--- src/rtl/udpfb_pkg.sv ---
package udpfb_pkg;
  localparam int HDR_BYTES = 42;
  localparam int IP_HDR_PLUS_UDP = 28;
  localparam int UDP_HDR = 8;

  typedef enum logic [1:0] {
    ST_IDLE = 2'd0,
    ST_CALC = 2'd1,
    ST_SEND = 2'd2
  } fb_state_t;
endpackage

--- src/rtl/udpfb_len_chk.sv ---
module udpfb_len_chk #(
  parameter int LEN_W       = 11,
  parameter int IDX_W       = 11,
  parameter int MAX_PAYLOAD = 1472,
  parameter int MIN_FRAME   = 64,
  parameter int FCS_BYTES   = 4
) (
  input  logic [LEN_W-1:0] len,
  output logic             ok,
  output logic [IDX_W-1:0] body_len
);
  localparam int MIN_BODY = MIN_FRAME - FCS_BYTES;
  localparam int PAD_EDGE = MIN_BODY - udpfb_pkg::HDR_BYTES;

  logic [IDX_W-1:0] raw;

  always_comb begin
    raw = IDX_W'(udpfb_pkg::HDR_BYTES) + IDX_W'(len);
    ok = (len != '0) && (int'(len) <= MAX_PAYLOAD);
    if (int'(len) < PAD_EDGE) body_len = IDX_W'(MIN_BODY);
    else                      body_len = raw;
  end
endmodule

--- src/rtl/udpfb_csum.sv ---
module udpfb_csum #(
  parameter logic [31:0] SRC_IP = 32'hC0A80A01,
  parameter logic [31:0] DST_IP = 32'hC0A80AFF,
  parameter logic [7:0]  TTL    = 8'd64
) (
  input  logic [15:0] ip_len,
  output logic [15:0] csum
);
  logic [19:0] acc;
  logic [16:0] fold1;
  logic [16:0] fold2;

  always_comb begin
    acc = 20'h04500 + 20'(ip_len) + 20'h04000 + 20'({TTL, 8'h11})
        + 20'(SRC_IP[31:16]) + 20'(SRC_IP[15:0])
        + 20'(DST_IP[31:16]) + 20'(DST_IP[15:0]);
    fold1 = 17'(acc[15:0]) + 17'(acc[19:16]);
    fold2 = 17'(fold1[15:0]) + 17'(fold1[16]);
    csum  = ~fold2[15:0];
  end
endmodule

--- src/rtl/udpfb_hdr.sv ---
module udpfb_hdr #(
  parameter logic [31:0] SRC_IP   = 32'hC0A80A01,
  parameter logic [31:0] DST_IP   = 32'hC0A80AFF,
  parameter logic [15:0] SRC_PORT = 16'd5000,
  parameter logic [15:0] DST_PORT = 16'd6000,
  parameter logic [7:0]  TTL      = 8'd64
) (
  input  logic [5:0]  sel,
  input  logic [31:0] dst_hi,
  input  logic [15:0] link_id,
  input  logic [47:0] src_mac,
  input  logic [15:0] ip_len,
  input  logic [15:0] udp_len,
  input  logic [15:0] ip_csum,
  output logic [7:0]  hbyte
);
  localparam int NB = udpfb_pkg::HDR_BYTES;

  logic [NB*8-1:0] vec;

  always_comb begin
    vec = {dst_hi, link_id, src_mac, 16'h0800,
           8'h45, 8'h00, ip_len, 16'h0000, 16'h4000, TTL, 8'h11, ip_csum,
           SRC_IP, DST_IP,
           SRC_PORT, DST_PORT, udp_len, 16'h0000};
    if (int'(sel) < NB) hbyte = vec[(NB-1-int'(sel))*8 +: 8];
    else                hbyte = 8'h00;
  end
endmodule

--- src/rtl/udp_frame_builder.sv ---
module udp_frame_builder #(
  parameter int          LEN_W       = 11,
  parameter int          ADDR_W      = 12,
  parameter int          MAX_PAYLOAD = 1472,
  parameter int          MIN_FRAME   = 64,
  parameter int          FCS_BYTES   = 4,
  parameter logic [31:0] SRC_IP      = 32'hC0A80A01,
  parameter logic [31:0] DST_IP      = 32'hC0A80AFF,
  parameter logic [15:0] SRC_PORT    = 16'd5000,
  parameter logic [15:0] DST_PORT    = 16'd6000,
  parameter logic [7:0]  TTL         = 8'd64
) (
  input  logic              clk,
  input  logic              rst_n,
  input  logic              start,
  input  logic [47:0]       cfg_src_mac,
  input  logic [31:0]       cfg_dst_hi,
  input  logic [15:0]       cfg_link_id,
  input  logic [LEN_W-1:0]  cfg_len,
  input  logic [ADDR_W-1:0] cfg_addr,
  output logic              busy,
  output logic              err,
  output logic              done,
  output logic              mem_rd,
  output logic [ADDR_W-1:0] mem_addr,
  input  logic [7:0]        mem_data,
  output logic [7:0]        tx_data,
  output logic              tx_valid,
  output logic              tx_first,
  output logic              tx_last,
  input  logic              tx_ready
);
  import udpfb_pkg::*;

  localparam int IDX_W = $clog2(HDR_BYTES + MAX_PAYLOAD + 1);

  fb_state_t         state;
  logic [IDX_W-1:0]  idx;
  logic [IDX_W-1:0]  body_q;
  logic [LEN_W-1:0]  len_q;
  logic [ADDR_W-1:0] base_q;
  logic [47:0]       src_q;
  logic [31:0]       dhi_q;
  logic [15:0]       lid_q;
  logic [15:0]       csum_q;

  logic              len_ok;
  logic [IDX_W-1:0]  body_len;
  logic [15:0]       ip_len;
  logic [15:0]       udp_len;
  logic [15:0]       csum_w;
  logic [7:0]        hdr_byte;
  logic [7:0]        next_byte;
  logic [IDX_W-1:0]  pay_end;
  logic              load;
  logic              accept_last;
  logic [IDX_W-1:0]  idx_next;
  logic [IDX_W-1:0]  pay_off;

  udpfb_len_chk #(
    .LEN_W(LEN_W), .IDX_W(IDX_W), .MAX_PAYLOAD(MAX_PAYLOAD),
    .MIN_FRAME(MIN_FRAME), .FCS_BYTES(FCS_BYTES)
  ) u_len (
    .len(cfg_len), .ok(len_ok), .body_len(body_len)
  );

  assign ip_len  = 16'(len_q) + 16'(IP_HDR_PLUS_UDP);
  assign udp_len = 16'(len_q) + 16'(UDP_HDR);

  udpfb_csum #(.SRC_IP(SRC_IP), .DST_IP(DST_IP), .TTL(TTL)) u_csum (
    .ip_len(ip_len), .csum(csum_w)
  );

  udpfb_hdr #(
    .SRC_IP(SRC_IP), .DST_IP(DST_IP), .SRC_PORT(SRC_PORT),
    .DST_PORT(DST_PORT), .TTL(TTL)
  ) u_hdr (
    .sel(idx[5:0]), .dst_hi(dhi_q), .link_id(lid_q), .src_mac(src_q),
    .ip_len(ip_len), .udp_len(udp_len), .ip_csum(csum_q), .hbyte(hdr_byte)
  );

  // Byte selection and the look-ahead payload address.
  always_comb begin
    pay_end     = IDX_W'(HDR_BYTES) + IDX_W'(len_q);
    load        = (state == ST_SEND) && (!tx_valid || tx_ready) && (idx < body_q);
    accept_last = tx_valid && tx_ready && tx_last;
    idx_next    = load ? idx + IDX_W'(1) : idx;
    if (idx_next >= IDX_W'(HDR_BYTES)) pay_off = idx_next - IDX_W'(HDR_BYTES);
    else                               pay_off = '0;
    if (idx < IDX_W'(HDR_BYTES)) next_byte = hdr_byte;
    else if (idx < pay_end)      next_byte = mem_data;
    else                         next_byte = 8'h00;
  end

  assign mem_addr = base_q + ADDR_W'(pay_off);
  assign mem_rd   = (state == ST_SEND);
  assign busy     = (state != ST_IDLE);

  always_ff @(posedge clk or negedge rst_n) begin
    if (!rst_n) begin
      state    <= ST_IDLE;
      idx      <= '0;
      body_q   <= '0;
      len_q    <= '0;
      base_q   <= '0;
      src_q    <= '0;
      dhi_q    <= '0;
      lid_q    <= '0;
      csum_q   <= '0;
      err      <= 1'b0;
      done     <= 1'b0;
      tx_data  <= '0;
      tx_valid <= 1'b0;
      tx_first <= 1'b0;
      tx_last  <= 1'b0;
    end else begin
      err  <= 1'b0;
      done <= 1'b0;
      unique case (state)
        ST_IDLE: begin
          if (start) begin
            if (len_ok) begin
              len_q  <= cfg_len;
              body_q <= body_len;
              base_q <= cfg_addr;
              src_q  <= cfg_src_mac;
              dhi_q  <= cfg_dst_hi;
              lid_q  <= cfg_link_id;
              idx    <= '0;
              state  <= ST_CALC;
            end else begin
              err <= 1'b1;
            end
          end
        end
        ST_CALC: begin
          csum_q <= csum_w;
          state  <= ST_SEND;
        end
        ST_SEND: begin
          if (load) begin
            tx_data  <= next_byte;
            tx_valid <= 1'b1;
            tx_first <= (idx == '0);
            tx_last  <= (idx == body_q - IDX_W'(1));
            idx      <= idx_next;
          end else if (tx_ready) begin
            tx_valid <= 1'b0;
            tx_first <= 1'b0;
            tx_last  <= 1'b0;
          end
          if (accept_last) begin
            done  <= 1'b1;
            state <= ST_IDLE;
          end
        end
        default: state <= ST_IDLE;
      endcase
    end
  end
endmodule

--- config.mk ---
export PLATFORM = sky130hd
export DESIGN_NAME = udp_frame_builder
export DESIGN_NICKNAME = d
export VERILOG_FILES = /design/src/rtl/udpfb_pkg.sv /design/src/rtl/udpfb_len_chk.sv /design/src/rtl/udpfb_csum.sv /design/src/rtl/udpfb_hdr.sv /design/src/rtl/udp_frame_builder.sv
export SDC_FILE = /design/constraint.sdc
export NUM_CORES = 1
export LEC_CHECK = 0
export BUFFER_PORTS_ARGS = -buffer_cell sky130_fd_sc_hd__buf_2
export CELL_PAD_IN_SITES_DETAIL_PLACEMENT = 1
export CELL_PAD_IN_SITES_GLOBAL_PLACEMENT = 1
export CORE_ASPECT_RATIO = 1.2
export CORE_MARGIN = 10
export CORE_UTILIZATION = 33
export CTS_BUF_LIST = sky130_fd_sc_hd__clkbuf_4 sky130_fd_sc_hd__clkbuf_8 sky130_fd_sc_hd__clkbuf_16
export CTS_CLUSTER_DIAMETER = 120
export DETAILED_ROUTE_END_ITERATION = 7
export GPL_TIMING_DRIVEN = 0
export PLACE_DENSITY = 0.72
export SKIP_CTS_REPAIR_TIMING = 1
export SLEW_MARGIN = 40
export SYNTH_ARGS = -nofsm -noshare
export SYNTH_HDL_FRONTEND = slang
export SYNTH_HIERARCHICAL = 1
export SYNTH_SLANG_ARGS = --single-unit
export TNS_END_PERCENT = 20
--- constraint.sdc ---
create_clock -name clk -period 7.8 [get_ports clk]
set_clock_uncertainty 0.1 [all_clocks]
set_input_delay 0.78 -clock clk [delete_from_list [all_inputs] [get_ports clk]]
set_output_delay 0.78 -clock clk [all_outputs]
set_load 0.005 [all_outputs]
Word level (Yosys, flattened, before mapping)
Cells that the tools add are included.

Word-level logic and storage cells: 90. Bits in registers: 172. Output and inout port bits: 27.

Shift operators: 1. Magnitude comparators: 7. Equal/unequal tests: 7. Muxes and demuxes: 23. Bitwise logic cells: 1. Reductions and logical operators: 18. Add/sub/neg operators: 18.

Operators with widths (number): indexed part select 336 x 32 -> 8 bit (1); two-way mux 11 bit (6); adder 20 x 12 -> 20 bit, second input constant (2); adder 20 x 15 -> 20 bit, second input constant (2); adder 20 x 16 -> 20 bit, second input constant (2); two-way mux 8 bit (3); adder 6 x 11 -> 11 bit, first input constant (2); less-than comparator 11 bit (2); one-hot mux 11 bit (2 select lines) (1); adder 16 x 4 -> 17 bit (1); adder 15 x 12 -> 16 bit, first input constant (1); adder 16 x 1 -> 16 bit (1); NOT 16 bit (1); adder 11 x 4 -> 12 bit, second input constant (1); adder 11 x 5 -> 12 bit, second input constant (1); adder 12 x 11 -> 12 bit (1); adder 11 x 1 -> 11 bit, second input constant (1); equality test 11 bit (1); greater-or-equal comparator 11 x 6 -> 1 bit, second input constant (1); <= comparator 11 bit, second input constant (1); zero test 11 bit (1); less-than comparator 11 x 5 -> 1 bit, second input constant (1); less-than comparator 11 x 6 -> 1 bit, second input constant (1); nonzero test 11 bit (1); other kinds (19) (39).

Logic depth before layout (Yosys ltp)
Word-level depth: 11. Mapped depth: 32. Gate-level depth less buffers: 31.

Modules after synthesis
Netlist, hierarchy kept.

By module, submodules not included: udp_frame_builder (area an instance 9026.2 sq um, times used 1, cells each 1046); udpfb_hdr (area an instance 2020.7 sq um, times used 1, cells each 255); udpfb_csum (area an instance 1368.8 sq um, times used 1, cells each 197); udpfb_len_chk (area an instance 287.8 sq um, times used 1, cells each 39).

Least setup slack after synthesis
Ideal clock, no wire load.

Path kind: register -> output. From: register idx[5]. To: output mem_addr[10]. Buffers on the path: 3. Setup slack: 1.487 ns. Cell stages (with the launch flop): 26. Data arrival time: 5.433 ns. Path through: dfrtp_1 -> ha_1 -> a21oi_1 -> a21boi_0 -> nor2_2 -> a21o_1 -> buf_2 -> clkbuf_1 -> buf_1 -> nand2_1 -> xor2_1 -> ha_1 -> o21bai_1 -> a21oi_2 -> nor4_4 -> nor3_2 -> ha_1 -> fa_1 -> a21o_1 -> a21oi_1 -> o21bai_1 -> a21oi_1 -> o21ai_0 -> a21o_1 -> a21oi_1 -> xnor2_1.

Cells in the longest elaborated chain, start to end: 6.

Ends and longest elaborated chain: from (decl) (line udp_frame_builder.sv:38) `logic [IDX_W-1:0] idx;`; from (signal assigned) (line udp_frame_builder.sv:146) `idx <= idx_next;`; less-than comparator 11 bit (line udp_frame_builder.sv:85) `load = (state == ST_SEND) && (!tx_valid || tx_ready) && (idx < body_q);`; logical AND 1 bit (line udp_frame_builder.sv:85); two-way mux 11 bit (*) (line udp_frame_builder.sv:87) `idx_next = load ? idx + IDX_W'(1) : idx;`; subtractor 11 x 6 -> 11 bit / greater-or-equal comparator 11 x 6 -> 1 bit (equally long branches) (line udp_frame_builder.sv:88) `if (idx_next >= IDX_W'(HDR_BYTES)) pay_off = idx_next - IDX_W'(HDR_BYTES);`; two-way mux 11 bit (*) (line udp_frame_builder.sv:88); adder 12 x 11 -> 12 bit (*) (line udp_frame_builder.sv:95) `assign mem_addr = base_q + ADDR_W'(pay_off);`; to (decl) (line udp_frame_builder.sv:25) `output logic [ADDR_W-1:0] mem_addr,`.

Mark *: on every way between the ends. The rest lies on a longest branch, timed or not.

Worst setup path after layout
From: register idx[0]. To: output mem_addr[10].

The elaborated chain is that of the path after synthesis.

==> out/results.txt <==
Main synth FF type: dfrtp_1
Vias in the first global route: 13000
Power Dens Cells: 448 nW/um^2
Ant diodes: 0
Clk sinks: 172
Post-synthesis sequential area ratio: 33.9%
Clock root buffer: clkbuf_16
Die area: 46800 um^2
Final Max Tran Viols: 0
Setup-failing EPs final: 0
Worst Hold Class: in -> async
Clk buf depth: 2
Multiplexer share of the synthesized area: 6.80%
Adder-Cell Fraction of Synth Area: 5.54%
Pint: 0.00338 W
Layout area overhead: 17.4%
Drt total wl: 46600 um
Slowest cell delay on critical path: 0.64 ns
Place WS: -0.133 ns
CTS Buf Count: 17
Commonest non-fill, non-tap cells in the layout: 449 x nand2_1, 171 x buf_2, 171 x dfrtp_1, 70 x nor2_1, 65 x o21ai_0
Mapped cell area: 12700 um^2
Commonest non-fill, non-tap cell in the layout: nand2_1
Final worst-path cycle share: 94.5%
Leakage: 7.08 nW
Crit-path max FO: 16
Initial core utilization: 33.5%
WP buf/inv: 5
H-Tree Level Count: 4
DRT Pass-1 Iters: 5
Share of the synthesized area in the top cell type: 33.9%
Average vias per placed instance: 5.38
Largest cells by area after synthesis: dfrtp_1 34%, nand2_1 13%, ha_1 5.2%
Critical path's top delay family: compound AO/OA/AOI/OAI gates
Port bufs: 157
Top cell by count, worst path: a21oi_1
Synth Area per Inst: 8.27 um^2
Worst path required time: 6.92 ns
Worst skew pair latency: 0.47 ns
Synthesis Warnings: 6
Placed cell areas: 14300 um^2
Critical Path Start Type: flip-flop
RSZ-0062 raised after global routing: false
Cell taking the most area after synthesis: dfrtp_1
Seq cells post-synth: 172
NetSw: 0.00331 W
Die height: 235 um
Simple logic cell fraction of the synthesized area: 25.6%
Syn Inst Count: 1537
# fillers: 4579
Final GP Congestion: 0.936
Pin count of the biggest net entering global routing: 73
Share of layout cells above drive strength 1: 18.3%
Area fraction in compound gates after synthesis: 16.0%
Status: complete, no violations
Main combinational cell family by area after synthesis: simple AND/OR/NAND/NOR gates
Worst Setup End Kind: output pin
Detailed placer's ending HPWL: 36700 um
Num rows: 78
Global-route usage over all layers: 20.0%
Avg WL per Cell: 20.9 um
Clock share of power: 13.6%
EDFF count, synth: 0
Top-level port count: 158
Die Width: 199 um
Final Cell Area: 14900 um^2
GRT Residual Overflow: 0
Setup ws final: 0.429 ns
Tightest Pin Transition: 0.832 ns
Flop pwr share: 25.0%
Final Hold Viols: 0
Via count: 12000
Multi-input gate area: 7920 um^2
Unique masters post-synth: 105
Max_cap viols: 0
Peak VDD IR: 186 uV
Slew HR: 44.2%
Initial antenna violation count: 0
Reg area: 4310 um^2
# DRC: 0
Worst EP arrival: 6.49 ns
Antenna-violating nets left: 0
Final core utilization: 39.3%
Asr flop ratio synth: 100%
Net Sw Frac: 49.4%
Core area: 38000 um^2
Nets: 1926
First-pass GRT wire length: 74200 um
Worst-path clk slew: 0.07 ns
Min cycle time layout: 7.37 ns
Gate power share: 61.4%
Critical path class: reg -> out
TritonCTS clock tree: yes
Synth Area in XOR/XNOR: 7.51%
Initial drt markers: 648
Fmax: 136 MHz
Worst path slowest cell: dfrtp_1
[kinds of logic (layout without fill, tap and decap cells)]
group | count (synthesis) | in the layout
xor gates and xnor gates | 105 | 105
other | 2 | 25
adders and majority gates | 55 | 55
and+or+nand+nor | 723 | 723
muxes | 68 | 68
buffers and inverters | 130 | 323
DFF | 172 | 172
AOI/OAI and AO/OA | 282 | 282
[metrics by stage]
step,hold slack [ns],setup TNS [ns],std cells,total power [W]
after floorplan,0.339,0,1560,0.00443
after global placement,0.353,0,2197,0.00562
after detailed placement,0.361,-0.133,2199,0.00575
after CTS,0.107,-1.75,2231,0.00671
after global routing,0.131,0,2233,0.00723
final,0.119,0,2233,0.00669
[cell usage after synthesis, types with 10 or more instances]
cell,n
clkbuf_1,50
nor3_1,30
buf_4,10
inv_1,40
ha_1,53
nor2b_1,13
nand3_1,52
nor4_1,12
nand2b_1,12
o21ai_0,65
xor2_1,46
a21o_1,12
xnor2_1,56
and3_1,13
mux2_2,26
nand4_1,12
buf_2,15
a21oi_1,55
a31o_2,12
mux2i_1,30
nor2_1,70
mux4_2,12
nand2_1,449
and2_1,16
dfrtp_1,172
[routing by layer]
metal  vias up  routed length [um]  GRT usage, %
met1      6004               20500          25.3
met2       243               23500          34.7
met5         -                   0             0
li1       5723                   -             -
met3        45                1780          2.80
met4         0                 819          5.15
[cell type report]
type	instances	area share [%]
flip-flops and latches	172	28.9
clock buffers	17	2.85
plain buffers	88	2.94
clock inverters	15	1.34
well taps	480	4.03
repair buffers	162	5.85
multi-input cells	1258	53.1
inverters	41	1.05
[flip-flops by register name (all words and copies together) (netlist names), 2 cells and up]
register	cells
src_q	48
dhi_q	32
csum_q	16
lid_q	16
base_q	12
body_q	11
idx	11
len_q	11
tx_data	8
state	2
[final timing paths]
kind / from / end / slack (ns) / cells after the start
min reg2reg: src_q[40]$_DFFE_PN0P_ / src_q[40]$_DFFE_PN0P_ / 0.38 / 2
max: idx[0]$_DFFE_PN0P_ / mem_addr[10] / 0.43 / 27
max reg2reg: len_q[3]$_DFFE_PN0P_ / csum_q[15]$_DFFE_PN0N_ / 2.64 / 15
min in group clk: src_q[40]$_DFFE_PN0P_ / src_q[40]$_DFFE_PN0P_ / 0.38 / 2
min: rst_n / base_q[3]$_DFFE_PN0P_ / 0.12 / 1
max in group asynchronous: rst_n / src_q[3]$_DFFE_PN0P_ / 6.75 / 2
[worst reg2reg max path: stages, from the launching register on]
cell and delay (ns):
dfrtp_1 0.47, inv_1 0.28, ha_1 0.24, nor2b_1 0.23, nor2b_1 0.08, xor2_1 0.62
nand4_1 0.14, or4b_1 0.50, a311o_1 0.44, xnor2_1 0.19, or4_1 0.56, nand3b_1 0.26
a211oi_2 0.39, or3b_1 0.18, nand3_1 0.10, mux2_2 0.27
[power groups by stage]
stage | logic, W | clock network [W] | registers, W
after global routing | 0.00453 | 0.000969 | 0.00173
after CTS | 0.00411 | 0.000933 | 0.00167
after floorplan | 0.00289 | 0 | 0.00154
after global placement | 0.00396 | 0 | 0.00166
after detailed placement | 0.00407 | 0 | 0.00168
final | 0.00411 | 0.000912 | 0.00167
(Power assumes the default switching activity.)
